## config.mk

```make
export PLATFORM = sky130hd
export DESIGN_NAME = dbg_insn_parser
export DESIGN_NICKNAME = d
export VERILOG_FILES = /design/src/rtl/dbg_pkg.sv /design/src/rtl/dbg_op_decode.sv /design/src/rtl/dbg_item_asm.sv /design/src/rtl/dbg_insn_parser.sv
export SDC_FILE = /design/constraint.sdc
export NUM_CORES = 1
export LEC_CHECK = 0
export CAP_MARGIN = 20
export CORE_UTILIZATION = 40
export DETAILED_ROUTE_END_ITERATION = 6
export PLACE_DENSITY = 0.65
export SLEW_MARGIN = 20
export SYNTH_ARGS = -nofsm -noshare
export SYNTH_HDL_FRONTEND = slang
export SYNTH_HIERARCHICAL = 1
export SYNTH_SLANG_ARGS = --single-unit
```

## constraint.sdc

```tcl
create_clock -name clk -period 3.3 [get_ports clk]
set_input_delay 0.66 -clock clk [delete_from_list [all_inputs] [get_ports clk]]
set_output_delay 0.66 -clock clk [all_outputs]
set_load 0.01 [all_outputs]
```

## src/rtl/dbg_pkg.sv

```systemverilog
package dbg_pkg;
  typedef enum logic [2:0] {
    OP_LDD = 3'd0, OP_LDI = 3'd1, OP_STD = 3'd2, OP_STI = 3'd3,
    OP_LCR = 3'd4, OP_RPT = 3'd5, OP_SCR = 3'd6, OP_KEY = 3'd7
  } op_e;

  // Layout of one instruction: optional host address phase, then a body phase.
  typedef struct packed {
    logic       a_en;    // one host address item first
    logic [2:0] a_w;     // its width in bytes
    logic [2:0] b_w;     // body item width in bytes
    logic       b_host;  // body direction
    logic       b_mult;  // body item count taken from repeat count + 1
    logic [3:0] b_fix;   // body item count when not multiplied
  } plan_t;

  function automatic logic [2:0] f_addr_w(input logic [7:0] b);
    return {1'b0, b[3:2]} + 3'd1;
  endfunction

  function automatic logic [2:0] f_data_w(input logic [7:0] b);
    return {1'b0, b[1:0]} + 3'd1;
  endfunction
endpackage

```

## src/rtl/dbg_op_decode.sv

```systemverilog
module dbg_op_decode
  import dbg_pkg::*;
#(
  parameter int KEY_LEN = 8
) (
  input  logic [7:0] op_byte,
  output plan_t      plan
);
  op_e code;
  assign code = op_e'(op_byte[7:5]);

  always_comb begin
    plan        = '0;
    plan.a_w    = f_addr_w(op_byte);
    plan.b_w    = f_data_w(op_byte);
    plan.b_fix  = 4'd1;
    unique case (code)
      OP_LDD: begin plan.a_en = 1'b1; plan.b_host = 1'b0; end
      OP_STD: begin plan.a_en = 1'b1; plan.b_host = 1'b1; end
      OP_LDI: begin plan.b_mult = 1'b1; plan.b_host = 1'b0; end
      OP_STI: begin plan.b_mult = 1'b1; plan.b_host = 1'b1; end
      OP_LCR: begin plan.b_w = 3'd1; plan.b_host = 1'b0; end
      OP_SCR: begin plan.b_w = 3'd1; plan.b_host = 1'b1; end
      OP_RPT: begin plan.b_host = 1'b1; end
      OP_KEY: begin plan.b_w = 3'd1; plan.b_host = 1'b1; plan.b_fix = 4'(KEY_LEN); end
      default: ;
    endcase
  end
endmodule

```

## src/rtl/dbg_item_asm.sv

```systemverilog
module dbg_item_asm #(
  parameter int MAXB = 4,
  localparam int DW  = 8 * MAXB,
  localparam int IW  = $clog2(MAXB) + 1
) (
  input  logic          clk,
  input  logic          rst_n,
  input  logic          clr,
  input  logic          take,
  input  logic [7:0]    din,
  input  logic [2:0]    width,
  output logic          last,
  output logic [DW-1:0] value
);
  logic [IW-1:0] idx;
  logic [DW-1:0] acc;

  assign last  = take && ({{(8-IW){1'b0}}, idx} == {5'd0, width} - 8'd1);
  assign value = acc | (DW'(din) << (8 * idx));

  always_ff @(posedge clk or negedge rst_n) begin
    if (!rst_n) begin
      idx <= '0;
      acc <= '0;
    end else if (clr || last) begin
      idx <= '0;
      acc <= '0;
    end else if (take) begin
      acc <= value;
      idx <= idx + 1'b1;
    end
  end

  assert_idx_in_range_R5: assert property (@(posedge clk) disable iff (!rst_n)
    take |-> ({{(8-IW){1'b0}}, idx} < {5'd0, width}));
endmodule

```

## src/rtl/dbg_insn_parser.sv

```systemverilog
module dbg_insn_parser
  import dbg_pkg::*;
#(
  parameter int CNT_W      = 32,
  parameter int ITEM_BYTES = 4,
  parameter int KEY_LEN    = 8,
  localparam int DW        = 8 * ITEM_BYTES
) (
  input  logic          clk,
  input  logic          rst_n,
  input  logic          byte_valid,
  input  logic [7:0]    byte_data,
  input  logic          brk_valid,
  output logic          op_valid,
  output logic [2:0]    op_code,
  output logic [2:0]    op_aw,
  output logic [2:0]    op_dw,
  output logic          item_valid,
  output logic [DW-1:0] item_data,
  output logic          item_host,
  output logic [2:0]    item_width,
  output logic          cmd_done,
  output logic [2:0]    cmd_code
);
  typedef enum logic [1:0] {S_OP, S_A, S_B} st_e;

  st_e              st;
  logic [2:0]       op_q, cur_w, b_w_q;
  logic             cur_host, b_host_q;
  logic [CNT_W:0]   remain;
  logic [CNT_W-1:0] rep_q;
  plan_t            plan;
  logic             asm_last;
  logic [DW-1:0]    asm_value;

  // Named internal events
  logic op_take, take, item_end, insn_end;
  assign op_take  = byte_valid && !brk_valid && (st == S_OP);
  assign take     = byte_valid && !brk_valid && (st != S_OP);
  assign item_end = take && asm_last;
  assign insn_end = item_end && (st == S_B) && (remain == (CNT_W+1)'(1));

  dbg_op_decode #(.KEY_LEN(KEY_LEN)) u_dec (.op_byte(byte_data), .plan(plan));

  dbg_item_asm #(.MAXB(ITEM_BYTES)) u_asm (
    .clk(clk), .rst_n(rst_n), .clr(brk_valid), .take(take), .din(byte_data),
    .width(cur_w), .last(asm_last), .value(asm_value)
  );

  always_ff @(posedge clk or negedge rst_n) begin
    if (!rst_n) begin
      st <= S_OP; op_q <= '0; cur_w <= 3'd1; b_w_q <= 3'd1;
      cur_host <= 1'b0; b_host_q <= 1'b0; remain <= '0; rep_q <= '0;
    end else if (brk_valid) begin
      st <= S_OP; rep_q <= '0;
    end else if (op_take) begin
      op_q     <= byte_data[7:5];
      b_w_q    <= plan.b_w;
      b_host_q <= plan.b_host;
      remain   <= plan.b_mult ? ({1'b0, rep_q} + 1'b1) : (CNT_W+1)'(plan.b_fix);
      if (plan.b_mult) rep_q <= '0;
      st       <= plan.a_en ? S_A : S_B;
      cur_w    <= plan.a_en ? plan.a_w : plan.b_w;
      cur_host <= plan.a_en ? 1'b1 : plan.b_host;
    end else if (item_end) begin
      if (st == S_A) begin
        st <= S_B; cur_w <= b_w_q; cur_host <= b_host_q;
      end else if (insn_end) begin
        st <= S_OP;
        if (op_q == OP_RPT) rep_q <= asm_value[CNT_W-1:0];
      end else begin
        remain <= remain - 1'b1;
      end
    end
  end

  always_ff @(posedge clk or negedge rst_n) begin
    if (!rst_n) begin
      op_valid <= 1'b0; op_code <= '0; op_aw <= '0; op_dw <= '0;
      item_valid <= 1'b0; item_data <= '0; item_host <= 1'b0; item_width <= '0;
      cmd_done <= 1'b0; cmd_code <= '0;
    end else begin
      op_valid   <= op_take;
      item_valid <= item_end;
      cmd_done   <= insn_end;
      if (op_take) begin
        op_code <= byte_data[7:5];
        op_aw   <= f_addr_w(byte_data);
        op_dw   <= f_data_w(byte_data);
      end
      if (item_end) begin
        item_data  <= asm_value;
        item_host  <= cur_host;
        item_width <= cur_w;
      end
      if (insn_end) cmd_code <= op_q;
    end
  end

  assert_brk_silent_R8: assert property (@(posedge clk) disable iff (!rst_n)
    $past(brk_valid) |-> (!op_valid && !item_valid && !cmd_done));
  assert_brk_clears_R8: assert property (@(posedge clk) disable iff (!rst_n)
    brk_valid |=> (rep_q == '0 && st == S_OP));
  assert_op_not_item_R1: assert property (@(posedge clk) disable iff (!rst_n)
    !(op_valid && item_valid));
  assert_done_with_item_R9: assert property (@(posedge clk) disable iff (!rst_n)
    cmd_done |-> item_valid);
  assert_item_fits_R5: assert property (@(posedge clk) disable iff (!rst_n)
    item_valid |-> (item_width >= 3'd1 && item_width <= 3'(ITEM_BYTES)
                    && (item_data >> (8 * item_width)) == '0));
  assert_rep_consumed_R6: assert property (@(posedge clk) disable iff (!rst_n)
    (op_take && plan.b_mult) |=> (rep_q == '0));
endmodule

```

==> impl_metrics.env, run 1 <==
export IMPL_core_area_um2=20500
export IMPL_die_h_um=148
export IMPL_max_freq_mhz=314
export IMPL_status="completed"
export IMPL_worst_endpoint_arrival_ps=3550
export IMPL_clock_sinks=164
export IMPL_period_share=0.964
export IMPL_sw_frac_of_total=0.337
export IMPL_synthFlopType="dfrtp_1"
export IMPL_yosysTopAreaCell="dfrtp_1"
export IMPL_yosys_mux_area_fraction=0.0579
export IMPL_yosys_top_cells_count="dfrtp_1, nand2_1, a21oi_1"
export IMPL_wl_met3_um=786
export IMPL_fin_cells=1172
export IMPL_num_antenna_cells=0
export IMPL_p_per_area_nw_per_um2=573
export IMPL_grt_pass1_wl_mm=35.5
export IMPL_cts_tree="yes"
export IMPL_p_leak_nw=4.56
export IMPL_rrSetupSlack_ps=120
export IMPL_area_delta_synth_final_pct=20.4
export IMPL_routedWlPerCell_um=18.9
export IMPL_grt_max_degree=63
export IMPL_gp_congestion=0.883
export IMPL_holdBufCountCts=0
export IMPL_power_switching_mw=1.97
export IMPL_num_io_pins=63
export IMPL_start_util=0.413
export IMPL_holdWs_ps=213
export IMPL_setup_tns_final_ps=0
export IMPL_crit_top_cell="buf_4"
export IMPL_syn_area_um2=8470
export IMPL_finClkSkew_ps=12.3
export IMPL_power_mw=5.84
export IMPL_htree_levels=4
export IMPL_path_clk_slew_ps=70
export IMPL_drive_above_1_share=0.176
export IMPL_crit_fanout=16
export IMPL_die_w_um=148
export IMPL_synth_top_family_by_area="compound AO/OA/AOI/OAI gates"
export IMPL_synth_simple_area_share=0.141
export IMPL_yosysMostFrequentCell="dfrtp_1"
export IMPL_grt_usage=0.210
export IMPL_setup_viol=0
export IMPL_dp_cells=1137
export IMPL_critPathRequiredTime_ps=3670
export IMPL_synthAdderAreaFrac=0.0133
export IMPL_synth_compound_area_share=0.222
export IMPL_path_cells="inv_1 -> ha_1 -> xor2_1 -> and3_4 -> and2_4 -> and3b_1 -> nand4_1 -> or4_4 -> nor3_4 -> buf_4 -> buf_4 -> buf_12 -> a22o_1"
export IMPL_dr_max_layer_used="met4"
export IMPL_crit_slowest_cell="dfstp_2"
export IMPL_rsz0062_at_grt="no"
export IMPL_rows=52
export IMPL_postSynthAreaPerCell_um2=10.3
export IMPL_seqPwrFrac=0.416
export IMPL_vias=6691
export IMPL_yosysWarnings=6
export IMPL_dr_wl_met2_mm=10.6
export IMPL_syn_inst=826
export IMPL_dpl_hpwl_mm=15.4
export IMPL_drt_wl_total_mm=22.1
export IMPL_tightestPinTransition_ps=967
export IMPL_cp_slowest_stage_delay_ps=550
export IMPL_synthDominantCellAreaShare=0.479
export IMPL_power_share_clock=0.349
export IMPL_vias_per_cell=5.71
export IMPL_postPlaceCellArea_um2=9570
export IMPL_detail_route_antenna_nets=0
export IMPL_end_kind="flop"
export IMPL_slew_viol_final=0
export IMPL_max_slew_margin=0.354
export IMPL_portBuffers=62
export IMPL_hold_viol=0
export IMPL_dieArea_um2=21800
export IMPL_pwr_share_comb=0.235
export IMPL_final_core_util=0.498
export IMPL_hold_path_class="in2async"
export IMPL_grt_pass1_vias=6316
export IMPL_drc_errors=0
export IMPL_ys_ff_latch=164
export IMPL_n_fill_cell=1851
export IMPL_synth_xor_area_share=0.0378
export IMPL_synth_edf_count=0
export IMPL_dr_pass1_iters=5
export IMPL_pre_cts_ws_ps=-263
export IMPL_yosys_top_cells_area="dfrtp_1, mux2_2, a211oi_2"
export IMPL_nets=910
export IMPL_crit_type="reg2reg"
export IMPL_async_flop_share=1.00
export IMPL_cts_buffers=17
export IMPL_worst_slack_ps=119
export IMPL_yosysUniqueCellTypes=64
export IMPL_antenna_found_initial=0
export IMPL_vdd_drop_max_mv=0.337
export IMPL_cap_violations=0
export IMPL_drt_iter0_drc=524
export IMPL_synth_seq_area_share=0.485
export IMPL_clk_path_buf_depth=2
export IMPL_globalRoute_totalOverflow=0
export IMPL_startpoint_type="flop"
export IMPL_p_int_mw=3.87
export IMPL_drt_met1_wl_mm=10.5
export IMPL_cts_root_buffer="clkbuf_16"
export IMPL_final_cell_area_um2=10200
export IMPL_clock_latency_ps=440
export IMPL_min_period_ps=3180
## layout make-up
type / instances / area (um^2) / area share
Clock buffer: 18 / 429 / 0.0421
Tap cell: 270 / 338 / 0.0331
Timing Repair Buffer: 105 / 1040 / 0.102
Clock inverter: 14 / 161 / 0.0158
Sequential cell: 164 / 4110 / 0.403
Multi-Input combinational cell: 586 / 4070 / 0.399
Inverter: 15 / 56.3 / 0.00552
## power by group through the flow
stage	Clock, mW	Sequential (mW)	Combinational, mW
2_1_floorplan	0	2.42	0.875
3_3_place_gp	0	2.46	1.33
3_5_place_dp	0	2.45	1.34
4_1_cts	2.07	2.42	1.34
5_1_grt	2.15	2.46	1.50
6_report	2.04	2.43	1.37
## registers in the layout (all words and copies together), names as in the netlist
signal / count
b_w_q: 3
item_host: 1
op_aw: 3
cmd_done: 1
op_code: 3
rep_q: 32
op_valid: 1
b_host_q: 1
cur_host: 1
op_q: 3
st: 2
remain: 33
cmd_code: 3
op_dw: 3
item_valid: 1
u_asm/idx: 3
u_asm/acc: 32
item_data: 32
cur_w: 3
item_width: 3
## final timing paths
kind,startpoint,end,cells past startpoint
min,rst_n,cmd_done,1
max reg2reg,cur_w[0],rep_q[18],13
min in group clk,b_w_q[0],b_w_q[0],2
min reg2reg,b_w_q[0],b_w_q[0],2
max,cur_w[0],rep_q[18],13
max in group asynchronous,rst_n,item_data[3],2
## placed cells by master (no fill, tap or decap), types with 4 or more instances in the layout
cell and count:
o22ai_1 5, a32o_1 9, o32a_1 4, nand3_1 25
a22o_1 28, mux2_2 37, o21ai_0 50, buf_4 35
nand2b_1 4, nor4_1 8, a31oi_1 5, inv_1 14
nor3_1 22, a211oi_2 29, nor2_1 38, xor2_1 17
a211oi_1 9, or3_1 7, nand4_1 10, and4_1 4
a21o_1 33, nand2_1 78, and2_1 5, ha_1 9
or4_1 5, xnor2_1 17, buf_12 8, a22oi_1 6
a21oi_1 62, dfrtp_1 162, mux2i_1 6, nor2b_1 6
inv_6 8, clkdlybuf4s50_1 60, clkbuf_16 17
## metal layers
metal | GRT usage | vias to the layer above
li1 | - | 3166
met5 | 0 | -
met4 | 0.0552 | 0
met1 | 0.305 | 3362
met3 | 0.0367 | 21
met2 | 0.324 | 142
## cells by family (layout without fill, tap and decap cells)
logic type      Yosys count  in the layout
simple gates            236            236
mux                      44             44
fa+ha+maj                 9              9
flops                   164            164
compound gates          259            260
other cells               1              2
buf+inv                  78            152
xor+xnor                 35             35
## repair_timing
action | in CTS | in global routing
setup endpoints to repair | 0 | 32
resized for setup | 0 | 2
setup buffers | 0 | 2
## worst max-delay path: cells and delay by family (launching register included)
| family | cells | cell delay, ps |
|---|---|---|
| compound gates | 1 | 140 |
| xor+xnor | 1 | 250 |
| fa+ha+maj | 1 | 310 |
| buf+inv | 4 | 560 |
| flops | 1 | 550 |
| simple gates | 6 | 1300 |
No activity file was read; power rests on OpenSTA's default activity.
==> run 2: changes to the inputs <==
--- a/config.mk
+++ b/config.mk
@@ -8,6 +8,7 @@
 export CAP_MARGIN = 20
 export CORE_UTILIZATION = 40
 export DETAILED_ROUTE_END_ITERATION = 6
+export GPL_TIMING_DRIVEN = 0
 export PLACE_DENSITY = 0.65
 export SLEW_MARGIN = 20
 export SYNTH_ARGS = -nofsm -noshare
==> run 2 against run 1 <==
Sequential cell count unchanged; largest power group unchanged; largest cell class unchanged; routed wire length is 3.8% higher; final cell count is 2.2% higher; first-iteration DRC count up 46%; register-to-register slack got worse by 30 ps; worst hold slack lost 32 ps; critical path type unchanged.
==> impl_metrics.env, run 2 (synthesized netlist as in run 1, its figures left out) <==
export IMPL_cap_violations=0
export IMPL_startpoint_type="flop"
export IMPL_grt_pass1_wl_mm=36.8
export IMPL_drive_above_1_share=0.167
export IMPL_core_area_um2=20500
export IMPL_r2r_start="cur_w[0]"
export IMPL_holdWs_ps=181
export IMPL_path_clk_slew_ps=70
export IMPL_hold_path_class="in2async"
export IMPL_dr_max_layer_used="met4"
export IMPL_cts_tree="yes"
export IMPL_drt_iter0_drc=764
export IMPL_clock_sinks=164
export IMPL_antenna_found_initial=0
export IMPL_final_common_cell="dfrtp_1"
export IMPL_clock_latency_ps=420
export IMPL_r2r_end="remain[20]"
export IMPL_period_share=0.973
export IMPL_hold_viol=0
export IMPL_routedWlPerCell_um=19.2
export IMPL_regMostFlops="remain"
export IMPL_cp_startpoint="cur_w[0]"
export IMPL_power_mw=5.80
export IMPL_holdBufCountCts=0
export IMPL_min_period_ps=3210
export IMPL_detail_route_antenna_nets=0
export IMPL_wl_met3_mm=1.20
export IMPL_max_freq_mhz=312
export IMPL_die_h_um=148
export IMPL_tightestPinTransition_ps=957
export IMPL_dpl_hpwl_mm=16.3
export IMPL_num_io_pins=63
export IMPL_dr_wl_met2_mm=10.5
export IMPL_dp_cells=1159
export IMPL_vdd_drop_max_mv=0.349
export IMPL_cts_root_buffer="clkbuf_16"
export IMPL_grt_usage=0.219
export IMPL_mostFrequentLayoutCells="dfrtp_1, nand2_1, a21oi_1"
export IMPL_nets=937
export IMPL_grt_pass1_vias=6624
export IMPL_drt_met1_wl_mm=10.6
export IMPL_p_per_area_nw_per_um2=567
export IMPL_portBuffers=61
export IMPL_crit_fanout=10
export IMPL_p_leak_nw=4.55
export IMPL_htree_levels=4
export IMPL_worst_endpoint_arrival_ps=3530
export IMPL_postPlaceCellArea_um2=9500
export IMPL_critPathRequiredTime_ps=3620
export IMPL_status="completed"
export IMPL_fin_cells=1198
export IMPL_cp_endpoint="remain[20]"
export IMPL_largest_reg_flops=33
export IMPL_rows=52
export IMPL_area_delta_synth_final_pct=20.8
export IMPL_rrSetupSlack_ps=90
export IMPL_vias_per_cell=5.74
export IMPL_start_util=0.413
export IMPL_num_antenna_cells=0
export IMPL_worst_r2r_path_depth=13
export IMPL_final_core_util=0.499
export IMPL_grt_max_degree=98
export IMPL_cts_buffers=17
export IMPL_max_slew_margin=0.360
export IMPL_vias=6877
export IMPL_gp_congestion=0.891
export IMPL_die_w_um=148
export IMPL_clk_path_buf_depth=2
export IMPL_final_cell_area_um2=10200
export IMPL_dieArea_um2=21800
export IMPL_crit_type="reg2reg"
export IMPL_setup_viol=0
export IMPL_slew_viol_final=0
export IMPL_globalRoute_totalOverflow=0
export IMPL_drc_errors=0
export IMPL_finClkSkew_ps=9.08
export IMPL_dr_pass1_iters=6
export IMPL_drt_wl_total_mm=23.0
export IMPL_end_kind="flop"
run 2: cell types whose count changed in the layout (fill, tap and decap cells not counted), sizes merged:
cell	delta
clkdlybuf4s15	+1
buf	-1
clkinv	+1
inv	-6
bufinv	+1
clkdlybuf4s50	-2
dlygate4sd2	+1
clkbuf	+31
o22ai	-1
clkinvlp	+1
run 2: worst max-delay path: stages (launching register included):
cell,delay [ps]
dfstp_2,580
inv_4,50
ha_4,260
xor2_1,170
and3_4,220
and2_4,170
buf_4,110
buf_4,100
and2_1,110
o21ai_0,200
nor2b_1,480
clkbuf_4,340
o21ai_0,120
a22o_1,200
run 2: layout make-up:
type | instances | area, um^2
inverter | 15 | 58.8
fill | 1864 | 10300
buffer | 59 | 332
sequential | 164 | 4110
timing repair buffer | 74 | 741
tap | 270 | 338
clock buffer | 20 | 447
clock inverter | 11 | 149
multi-input combinational | 585 | 4060
run 2: worst min path at each step:
stage / startpoint / endpoint / slack [ps] / cells past startpoint
3_5_place_dp: b_w_q[0] / b_w_q[0] / 450 / 2
4_1_cts: rst_n / cmd_done / 200 / 1
2_1_floorplan: rst_n / b_host_q / 360 / 0
6_report: rst_n / cmd_done / 180 / 1
3_3_place_gp: b_w_q[0] / b_w_q[0] / 450 / 2
5_1_grt: rst_n / cmd_done / 220 / 1
run 2: what timing repair did:
item,4_1_cts,5_1_grt
cloned,1,0
pin swaps,7,6
endpoints found under the setup margin,108,81
setup buffers,9,2
resized for setup,30,8
run 2: power by group:
part	internal (mW)	leakage (nW)	switching [mW]	total (mW)
clock	1.21	0.283	0.812	2.02
sequential	2.22	2.23	0.205	2.43
combinational	0.505	2.04	0.844	1.35
total	3.94	4.55	1.86	5.80
run 2: layer usage:
layer	GRT usage	vias up
li1	-	3214
met1	0.309	3363
met2	0.338	253
met3	0.0312	47
met4	0.0943	0
met5	0	-
run 2: stage by stage:
stage,setup TNS (ps),worst slack [ps]
finish,0,90.0
global route,-4.65,-4.65
CTS,-1240,-60.5
detailed placement,-130350,-1370
global placement,-1016280,-5430
floorplan,0,45.1
